**src/rtl/auxmem_pkg.sv**
```systemverilog
package auxmem_pkg;
  localparam int ADDR_W  = 16;
  localparam int DATA_W  = 8;
  localparam int PPU_W   = 14;
  localparam int NUM_WIN = 3;
  localparam int NUM_SW  = 2;   // switchable windows

  typedef enum int {WIN_SND_A = 0, WIN_SND_B = 1, WIN_WORK = 2} win_e;

  function automatic logic [ADDR_W-1:0] win_lo(int i);
    case (i)
      WIN_SND_A: return 16'h4800;
      WIN_SND_B: return 16'h5000;
      default:   return 16'h6000;
    endcase
  endfunction

  function automatic logic [ADDR_W-1:0] win_hi(int i);
    case (i)
      WIN_SND_A: return 16'h4FFF;
      WIN_SND_B: return 16'h5FFF;
      default:   return 16'h7FFF;
    endcase
  endfunction

  function automatic logic in_range(logic [ADDR_W-1:0] a,
                                    logic [ADDR_W-1:0] lo,
                                    logic [ADDR_W-1:0] hi);
    return (a >= lo) && (a <= hi);
  endfunction

  function automatic logic mirror_line(logic vert, logic [PPU_W-1:0] pa);
    return vert ? pa[10] : pa[11];
  endfunction
endpackage

```
**src/rtl/auxmem_cfg_regs.sv**
```systemverilog
module auxmem_cfg_regs
  import auxmem_pkg::*;
#(
  parameter logic [ADDR_W-1:0] CTRL_ADDR = 16'h5FEC,
  parameter logic [ADDR_W-1:0] MIRR_ADDR = 16'h5FED,
  parameter int                MIRR_BIT  = 7,
  parameter logic [NUM_SW-1:0] EN_RST    = '1
) (
  input  logic              clk,
  input  logic              rst_n,
  input  logic [ADDR_W-1:0] addr,
  input  logic [DATA_W-1:0] wdata,
  input  logic              wr,
  output logic [NUM_SW-1:0] win_en,
  output logic              vert_mode,
  output logic              reg_hit
);
  logic ctrl_wr, mirr_wr;

  assign ctrl_wr = wr && (addr == CTRL_ADDR);
  assign mirr_wr = wr && (addr == MIRR_ADDR);
  assign reg_hit = (addr == CTRL_ADDR) || (addr == MIRR_ADDR);

  always_ff @(posedge clk) begin
    if (!rst_n) begin
      win_en    <= EN_RST;
      vert_mode <= 1'b0;
    end else begin
      if (ctrl_wr) win_en    <= wdata[NUM_SW-1:0];
      if (mirr_wr) vert_mode <= wdata[MIRR_BIT];
    end
  end

  AST_CTRL_LOAD: assert property (@(posedge clk) disable iff (!rst_n)
    ctrl_wr |=> win_en == $past(wdata[NUM_SW-1:0]));
  AST_MIRR_LOAD: assert property (@(posedge clk) disable iff (!rst_n)
    mirr_wr |=> vert_mode == $past(wdata[MIRR_BIT]));
  AST_CTRL_HOLD: assert property (@(posedge clk) disable iff (!rst_n)
    !ctrl_wr |=> $stable(win_en));
  AST_MIRR_HOLD: assert property (@(posedge clk) disable iff (!rst_n)
    !mirr_wr |=> $stable(vert_mode));
endmodule

```
**src/rtl/auxmem_win_decode.sv**
```systemverilog
module auxmem_win_decode
  import auxmem_pkg::*;
(
  input  logic               clk,
  input  logic               rst_n,
  input  logic [ADDR_W-1:0]  addr,
  input  logic               rd,
  input  logic               wr,
  input  logic [NUM_SW-1:0]  win_en,
  input  logic               reg_hit,
  output logic [NUM_WIN-1:0] cs,
  output logic               rd_en,
  output logic               wr_en
);
  logic [NUM_WIN-1:0] en_all;
  logic [NUM_WIN-1:0] hit;
  logic               any_cs;

  assign en_all = {1'b1, win_en};

  for (genvar i = 0; i < NUM_WIN; i++) begin : g_win
    if (i == WIN_SND_B) begin : g_excl
      assign hit[i] = in_range(addr, win_lo(i), win_hi(i)) && !reg_hit;
    end else begin : g_plain
      assign hit[i] = in_range(addr, win_lo(i), win_hi(i));
    end
    assign cs[i] = hit[i] && en_all[i];
  end

  assign any_cs = |cs;
  assign rd_en  = rd && any_cs;
  assign wr_en  = wr && any_cs;

  AST_CS_ONEHOT: assert property (@(posedge clk) disable iff (!rst_n)
    $onehot0(cs));
  AST_REG_NO_RAM: assert property (@(posedge clk) disable iff (!rst_n)
    reg_hit |-> cs == '0);
  AST_OFF_QUIET: assert property (@(posedge clk) disable iff (!rst_n)
    (win_en == '0) |-> !cs[WIN_SND_A] && !cs[WIN_SND_B]);
endmodule

```
**src/rtl/auxmem_nt_mirror.sv**
```systemverilog
module auxmem_nt_mirror
  import auxmem_pkg::*;
(
  input  logic             vert_mode,
  input  logic [PPU_W-1:0] ppu_addr,
  output logic             nt_bank
);
  assign nt_bank = mirror_line(vert_mode, ppu_addr);
endmodule

```
**src/rtl/auxmem_ctl.sv**
```systemverilog
module auxmem_ctl
  import auxmem_pkg::*;
(
  input  logic              clk,
  input  logic              rst_n,
  input  logic [ADDR_W-1:0] cpu_addr,
  input  logic [DATA_W-1:0] cpu_wdata,
  input  logic              cpu_rd,
  input  logic              cpu_wr,
  input  logic [PPU_W-1:0]  ppu_addr,
  output logic              ram_cs_a,
  output logic              ram_cs_b,
  output logic              ram_cs_w,
  output logic              ram_rd_en,
  output logic              ram_wr_en,
  output logic              nt_bank
);
  logic [NUM_SW-1:0]  win_en;
  logic               vert_mode;
  logic               reg_hit;
  logic [NUM_WIN-1:0] cs;

  auxmem_cfg_regs u_regs (
    .clk(clk), .rst_n(rst_n), .addr(cpu_addr), .wdata(cpu_wdata),
    .wr(cpu_wr), .win_en(win_en), .vert_mode(vert_mode), .reg_hit(reg_hit)
  );

  auxmem_win_decode u_dec (
    .clk(clk), .rst_n(rst_n), .addr(cpu_addr), .rd(cpu_rd), .wr(cpu_wr),
    .win_en(win_en), .reg_hit(reg_hit), .cs(cs),
    .rd_en(ram_rd_en), .wr_en(ram_wr_en)
  );

  auxmem_nt_mirror u_mir (
    .vert_mode(vert_mode), .ppu_addr(ppu_addr), .nt_bank(nt_bank)
  );

  assign ram_cs_a = cs[WIN_SND_A];
  assign ram_cs_b = cs[WIN_SND_B];
  assign ram_cs_w = cs[WIN_WORK];

  AST_WORK_ALWAYS: assert property (@(posedge clk) disable iff (!rst_n)
    (cpu_addr[15:13] == 3'b011) |-> ram_cs_w);
  AST_RD_GATED: assert property (@(posedge clk) disable iff (!rst_n)
    ram_rd_en |-> cpu_rd && (ram_cs_a || ram_cs_b || ram_cs_w));
  AST_WR_GATED: assert property (@(posedge clk) disable iff (!rst_n)
    ram_wr_en |-> cpu_wr && (ram_cs_a || ram_cs_b || ram_cs_w));
endmodule

```
**config.mk**
```make
export PLATFORM = sky130hd
export DESIGN_NAME = auxmem_ctl
export DESIGN_NICKNAME = d
export VERILOG_FILES = /design/src/rtl/auxmem_pkg.sv /design/src/rtl/auxmem_cfg_regs.sv /design/src/rtl/auxmem_win_decode.sv /design/src/rtl/auxmem_nt_mirror.sv /design/src/rtl/auxmem_ctl.sv
export SDC_FILE = /design/constraint.sdc
export NUM_CORES = 1
export LEC_CHECK = 0
export BUFFER_PORTS_ARGS = -buffer_cell sky130_fd_sc_hd__buf_2
export CAP_MARGIN = 20
export CORE_AREA = 2 2 39 41
export CTS_BUF_LIST = sky130_fd_sc_hd__clkbuf_8
export CTS_CLUSTER_SIZE = 20
export DETAILED_ROUTE_END_ITERATION = 7
export DIE_AREA = 0 0 41 43
export GPL_ROUTABILITY_DRIVEN = 0
export PLACE_DENSITY_LB_ADDON = 0.12
export SYNTH_ARGS = -nofsm -noshare
export SYNTH_HDL_FRONTEND = slang
export SYNTH_SLANG_ARGS = --single-unit
```
**constraint.sdc**
```tcl
create_clock -name clk -period 1.4 [get_ports clk]
set_input_delay 0.28 -clock clk [delete_from_list [all_inputs] [get_ports clk]]
set_output_delay 0.28 -clock clk [all_outputs]
set_load 0.03 [all_outputs]
```
==> results of run 1 <==
cell families after synthesis:
family	count (synthesis)	share of synthesized area, %
buffers and inverters	2	2.91
DFF	3	23.3
muxes	1	4.37
AOI/OAI and AO/OA	6	13.6
and+or+nand+nor	21	55.8
how the worst min path moves through the flow:
stage               cells after the start                to
floorplan                               1  u_regs.win_en[0]
global placement                        2  u_regs.vert_mode
detailed placement                      2  u_regs.vert_mode
CTS                                     2  u_regs.win_en[1]
global route                            2  u_regs.win_en[1]
finish                                  2  u_regs.win_en[1]
cells in the final DEF (no fill, tap or decap), drive strengths merged, types with 2 or more instances in the layout:
cell type and n:
buf 39, nor2 2, o21ai 3, clkbuf 3, and4 2, inv 3, and2 2, and4b 2
nand3 5, dfxtp 3
power by group through the flow:
stage,Clock (mW),Sequential (mW),Combinational [mW]
6_report,0.244,0.0861,0.105
5_1_grt,0.266,0.0860,0.115
4_1_cts,0.250,0.0861,0.103
3_5_place_dp,0,0.0872,0.0919
3_3_place_gp,0,0.0872,0.0911
2_1_floorplan,0,0.0872,0.0356
timing repair:
| action | 4_1_cts | 5_1_grt |
|---|---|---|
| hold endpoints to repair | 0 | 0 |
| setup endpoints to repair | 4 | 4 |
| resized for setup | 12 | 4 |
| pin swaps | 1 | 5 |
registers in the layout, summed over array words and instances (netlist names):
signal and count:
u_regs.win_en 2, u_regs.vert_mode 1
metal layers:
layer | track usage, % | share of wire [%]
met1 | 12.7 | 40
met4 | 4.00 | 1.0
met3 | 7.85 | 12
met5 | 0 | 0
met2 | 18.8 | 46
final cells by class:
type,count,share of cell area (%)
timing repair buffer,39,39.8
multi-input combinational,28,38.1
sequential,3,10.2
inverter,2,1.23
clock buffer,3,6.76
clock inverter,1,0.615
tap,16,3.28
worst max-delay path: cells and delay by family, from the launching register on:
family | cells | cell delay, ns
DFF | 1 | 0.32
and+or+nand+nor | 3 | 0.53
buffers and inverters | 1 | 0.12
AOI/OAI and AO/OA | 1 | 0.13
==> impl_metrics.toml, run 1 <==
[sta]
fin_crit_ns = 1.60
post-route-worst-setup-slack_ns = -0.200
fmaxAchievable_mhz = 625
setup_violations = 3
tightest_slew_ns = 0.157
fin_crit_sh_pct = 114
rsz0062_at_grt = "true"
slew_headroom_pct = 89.4
holdWs_ns = 0.262
fin_setup_tns_ns = -0.563
drv_slew = 0
skew_ns = 0
finalHoldViolations = 0

[job]
maxCapViolCount = 0

[global_route]
grt_antenna_before_repair = 0
grt_max_degree = 5
grt_usage_pct = 12.1
gr-total-overflow = 0
grt_pass1_wl_mm = 1.40
grt_pass1_vias = 385

[worst_setup_path]
crit_end = "ram_rd_en"
worst_ep_arrival_time_ns = 1.32
crit_fanout = 2
max_stage_delay_ns = 0.34
required_ns = 1.12
slowest_stage = "or3_4"
start_kind = "register"
end_kind = "output pin"
r2r_cells = 2
crit_type = "reg -> out"
path_cells = "nand2_2 > or3_4 > o21bai_4 > and2_4 > buf_6"
rr_startpoint = "u_regs.win_en[0]"
cp-startpoint = "u_regs.win_en[1]"
r2r_slack_ns = 0.80
r2r-end = "u_regs.win_en[0]"

[yosys]
synth_commonest_cells = "nand3_1 (5), dfxtp_1 (3), o21ai_0 (3)"
yosysTopAreaCellShare_pct = 23.3
synth_top_cell_by_area = "dfxtp_1"
syn-cell-area_um2 = 258
yosysWarnings = 0
synthCells = 33
ys_types = 20
synth-edff-count = 0
synth-seq-area-share_pct = 23.3
syn-num-nets = 75
ys.flop_type = "dfxtp_1"
synth.most_common_cell = "nand3_1"
syn_area_per_cell_um2 = 7.81
yosys_register_bits = 3
synthArstFlopShare_pct = 0
synth_area_leaders = "dfxtp_1 (23%), nand3_1 (9.7%), and4b_1 (7.8%)"

[power_and_ir_drop]
p_clk_share_pct = 56.1
power-per-cell-area_nw_per_um2 = 712
worst_ir_drop_vdd_uv = 745
seq_power_share_pct = 19.8
pwr-share-comb_pct = 24.1
p_int_mw = 0.333
p_leak_nw = 0.319
p_total_mw = 0.435
power_switching_mw = 0.101
swShare_pct = 23.3

[detailed_routing]
totalWireLength_um = 861
vias = 421
drt-initial-drc-count = 4
viasPerCell = 4.58
final_antenna_net_count = 0
drc = 0
routedWlPerCell_um = 9.36
first_pass_iters = 2

[cells_and_area]
fillCellCount = 147
fin_util_pct = 44.1
fin_cells = 92
syn_to_final_growth_pct = 137
regArea_um2 = 62.6
multi_input_area_um2 = 233
stdcell_area_um2 = 611
drive_above_1_share_pct = 71.1
diodes = 0
final_nets = 119

[run_status]
status = "complete, but fails checks"
violations = "setup timing"

[floorplanning]
design.die.area_um2 = 1760
rows = 14
core_region_area_um2 = 1380
ios = 48
initial_core_util_pct = 18.6
dieWidth_um = 41
die_height_um = 43

[clocking]
cts_setup_buffers = 0
cts_buffer_depth = 2
clockRootBuffer = "clkbuf_8"
ctsHoldBuffers = 0
path_clk_slew_ns = 0.03
clk_latency_ns = 0.22
h-tree-depth = 1
cts_sinks = 3
cts_tree = "yes"
numCtsBuffers = 3

[min_path]
hp-start = "rst_n"
hp-class = "in -> reg"

[place]
dpl_worst_slack_ns = -0.275
placed_area_um2 = 507
port_buffers = 30
dpl.hpwl_um = 711
dp_cells = 88
No activity file was read; power rests on OpenSTA's default activity.
==> inputs of run 2 (changes only) <==
--- a/config.mk
+++ b/config.mk
@@ -7,13 +7,16 @@
 export LEC_CHECK = 0
 export BUFFER_PORTS_ARGS = -buffer_cell sky130_fd_sc_hd__buf_2
 export CAP_MARGIN = 20
-export CORE_AREA = 2 2 39 41
+export CELL_PAD_IN_SITES_DETAIL_PLACEMENT = 1
+export CELL_PAD_IN_SITES_GLOBAL_PLACEMENT = 1
+export CORE_MARGIN = 2
+export CORE_UTILIZATION = 14
 export CTS_BUF_LIST = sky130_fd_sc_hd__clkbuf_8
 export CTS_CLUSTER_SIZE = 20
 export DETAILED_ROUTE_END_ITERATION = 7
-export DIE_AREA = 0 0 41 43
 export GPL_ROUTABILITY_DRIVEN = 0
 export PLACE_DENSITY_LB_ADDON = 0.12
+export SKIP_LAST_GASP = 1
 export SYNTH_ARGS = -nofsm -noshare
 export SYNTH_HDL_FRONTEND = slang
 export SYNTH_SLANG_ARGS = --single-unit
==> run 2 against run 1 <==
The run still ends with setup timing left. Combinational power down 4%. Wire length up 9.4%. Non-clock buffer count unchanged. Fmax up 1.5%. Count of clock-buffer cells in the layout unchanged. Sequential cell count unchanged. Hold slack better by 0.011 ns. Utilization down 9.3 points. Setup slack better by 0.023 ns. Clock power down 2%. Critical path depth unchanged. Sequential power about the same.
==> impl_metrics.toml, run 2 (synthesized netlist as in run 1, its figures left out) <==
[run_status]
violations = "setup timing"
status = "complete, but fails checks"

[sta]
fmaxAchievable_mhz = 634
finalHoldViolations = 0
drv_slew = 0
slew_headroom_pct = 88.4
setup_violations = 3
skew_ns = 0
holdWs_ns = 0.273
post-route-worst-setup-slack_ns = -0.177
fin_crit_sh_pct = 113
tightest_slew_ns = 0.172
rsz0062_at_grt = "true"
fin_crit_ns = 1.58

[worst_setup_path]
worst_ep_arrival_time_ns = 1.30
start_kind = "register"
crit_fanout = 2
max_stage_delay_ns = 0.34
required_ns = 1.12
path_cells = "nand2_1 > or3_4 > o21bai_4 > and2_4 > buf_6"
end_kind = "output pin"
crit_type = "reg -> out"
slowest_stage = "or3_4"

[cells_and_area]
diodes = 0
stdcell_area_um2 = 601
drive_above_1_share_pct = 67.1
regArea_um2 = 61.3
reg.largest.list = "u_regs.win_en x2, u_regs.vert_mode x1"
largest_reg_flops = 2
fillCellCount = 223
multi_input_area_um2 = 219
most-common-layout-cells = "buf_2 (27), buf_4 (9), nand3_1 (5)"
top_register = "u_regs.win_en"
syn_to_final_growth_pct = 133
final_common_cell = "buf_2"
final_nets = 119

[global_route]
grt_pass1_wl_mm = 1.58
grt_pass1_vias = 397
gr-total-overflow = 0
grt_antenna_before_repair = 0
grt_max_degree = 5
grt_usage_pct = 10.1

[place]
dpl.hpwl_um = 824
port_buffers = 30
placed_area_um2 = 518

[floorplanning]
die_height_um = 46.9
rows = 15
core_region_area_um2 = 1730
dieWidth_um = 46.9
ios = 48
initial_core_util_pct = 14.9
design.die.area_um2 = 2200

[clocking]
cts_setup_buffers = 0
path_clk_slew_ns = 0.03
clk_latency_ns = 0.21
clockRootBuffer = "clkbuf_8"
cts_sinks = 3
cts_tree = "yes"
h-tree-depth = 1
ctsHoldBuffers = 0
numCtsBuffers = 3
cts_buffer_depth = 2

[job]
maxCapViolCount = 0

[detailed_routing]
drt-initial-drc-count = 4
routedWlPerCell_um = 9.33
vias = 426
viasPerCell = 4.22
totalWireLength_um = 942
first_pass_iters = 4
final_antenna_net_count = 0
drc = 0

[power_and_ir_drop]
worst_ir_drop_vdd_uv = 461
power-per-cell-area_nw_per_um2 = 709
p_leak_nw = 0.314

[min_path]
hp-class = "in -> reg"
## run 2: worst max-delay path: cells and delay by family (launching register included)
kind | cells | cell delay, ns
compound gates | 1 | 0.12
simple gates | 3 | 0.53
buf+inv | 1 | 0.12
flops | 1 | 0.31
## run 2: layout make-up
| cell class | count | area share [%] |
|---|---|---|
| repair buffers | 39 | 39.4 |
| multi-input cells | 28 | 36.5 |
| flip-flops and latches | 3 | 10.2 |
| clock buffers | 3 | 6.87 |
| well taps | 25 | 5.21 |
| inverters | 2 | 1.25 |
| clock inverters | 1 | 0.625 |
## run 2: per-layer routing
metal	GRT usage [%]	share of wire (%)
met5	0	0
met1	11.9	40
met4	5.00	0
met3	3.46	12
met2	16.2	48
## run 2: worst paths after layout
kind | depth (start not counted) | from | slack, ns | endpoint
hold reg to reg | 2 | u_regs.vert_mode | 0.48 | u_regs.vert_mode
hold / removal | 2 | rst_n | 0.27 | u_regs.win_en[1]
setup reg to reg | 2 | u_regs.win_en[0] | 0.80 | u_regs.win_en[0]
setup / recovery | 5 | u_regs.win_en[1] | -0.18 | ram_wr_en
## run 2: timing repair
item	in CTS	in global routing
endpoints found under the hold margin	0	0
setup endpoints to repair	3	3
pin swaps	2	2
resized for setup	10	0
## run 2: power breakdown
| part | internal, mW | switching (mW) | leakage [nW] |
|---|---|---|---|
| clock | 0.186 | 0.0525 | 0.0269 |
| sequential | 0.0861 | 0.000000538 | 0.0237 |
| combinational | 0.0592 | 0.0416 | 0.264 |
| total | 0.332 | 0.0942 | 0.314 |
## run 2: metrics by stage
step / power (mW) / worst slack (ns) / instances / util (%) / setup TNS [ns]
6_report: 0.426 / -0.177 / 101 / 34.8 / -0.509
5_1_grt: 0.456 / -0.255 / 101 / 34.8 / -0.732
4_1_cts: 0.436 / -0.221 / 101 / 34.8 / -0.606
3_5_place_dp: 0.180 / -0.289 / 97 / 30.0 / -0.743
3_3_place_gp: 0.179 / -0.274 / 97 / 30.0 / -0.708
2_1_floorplan: 0.123 / -0.0439 / 33 / - / -0.0586
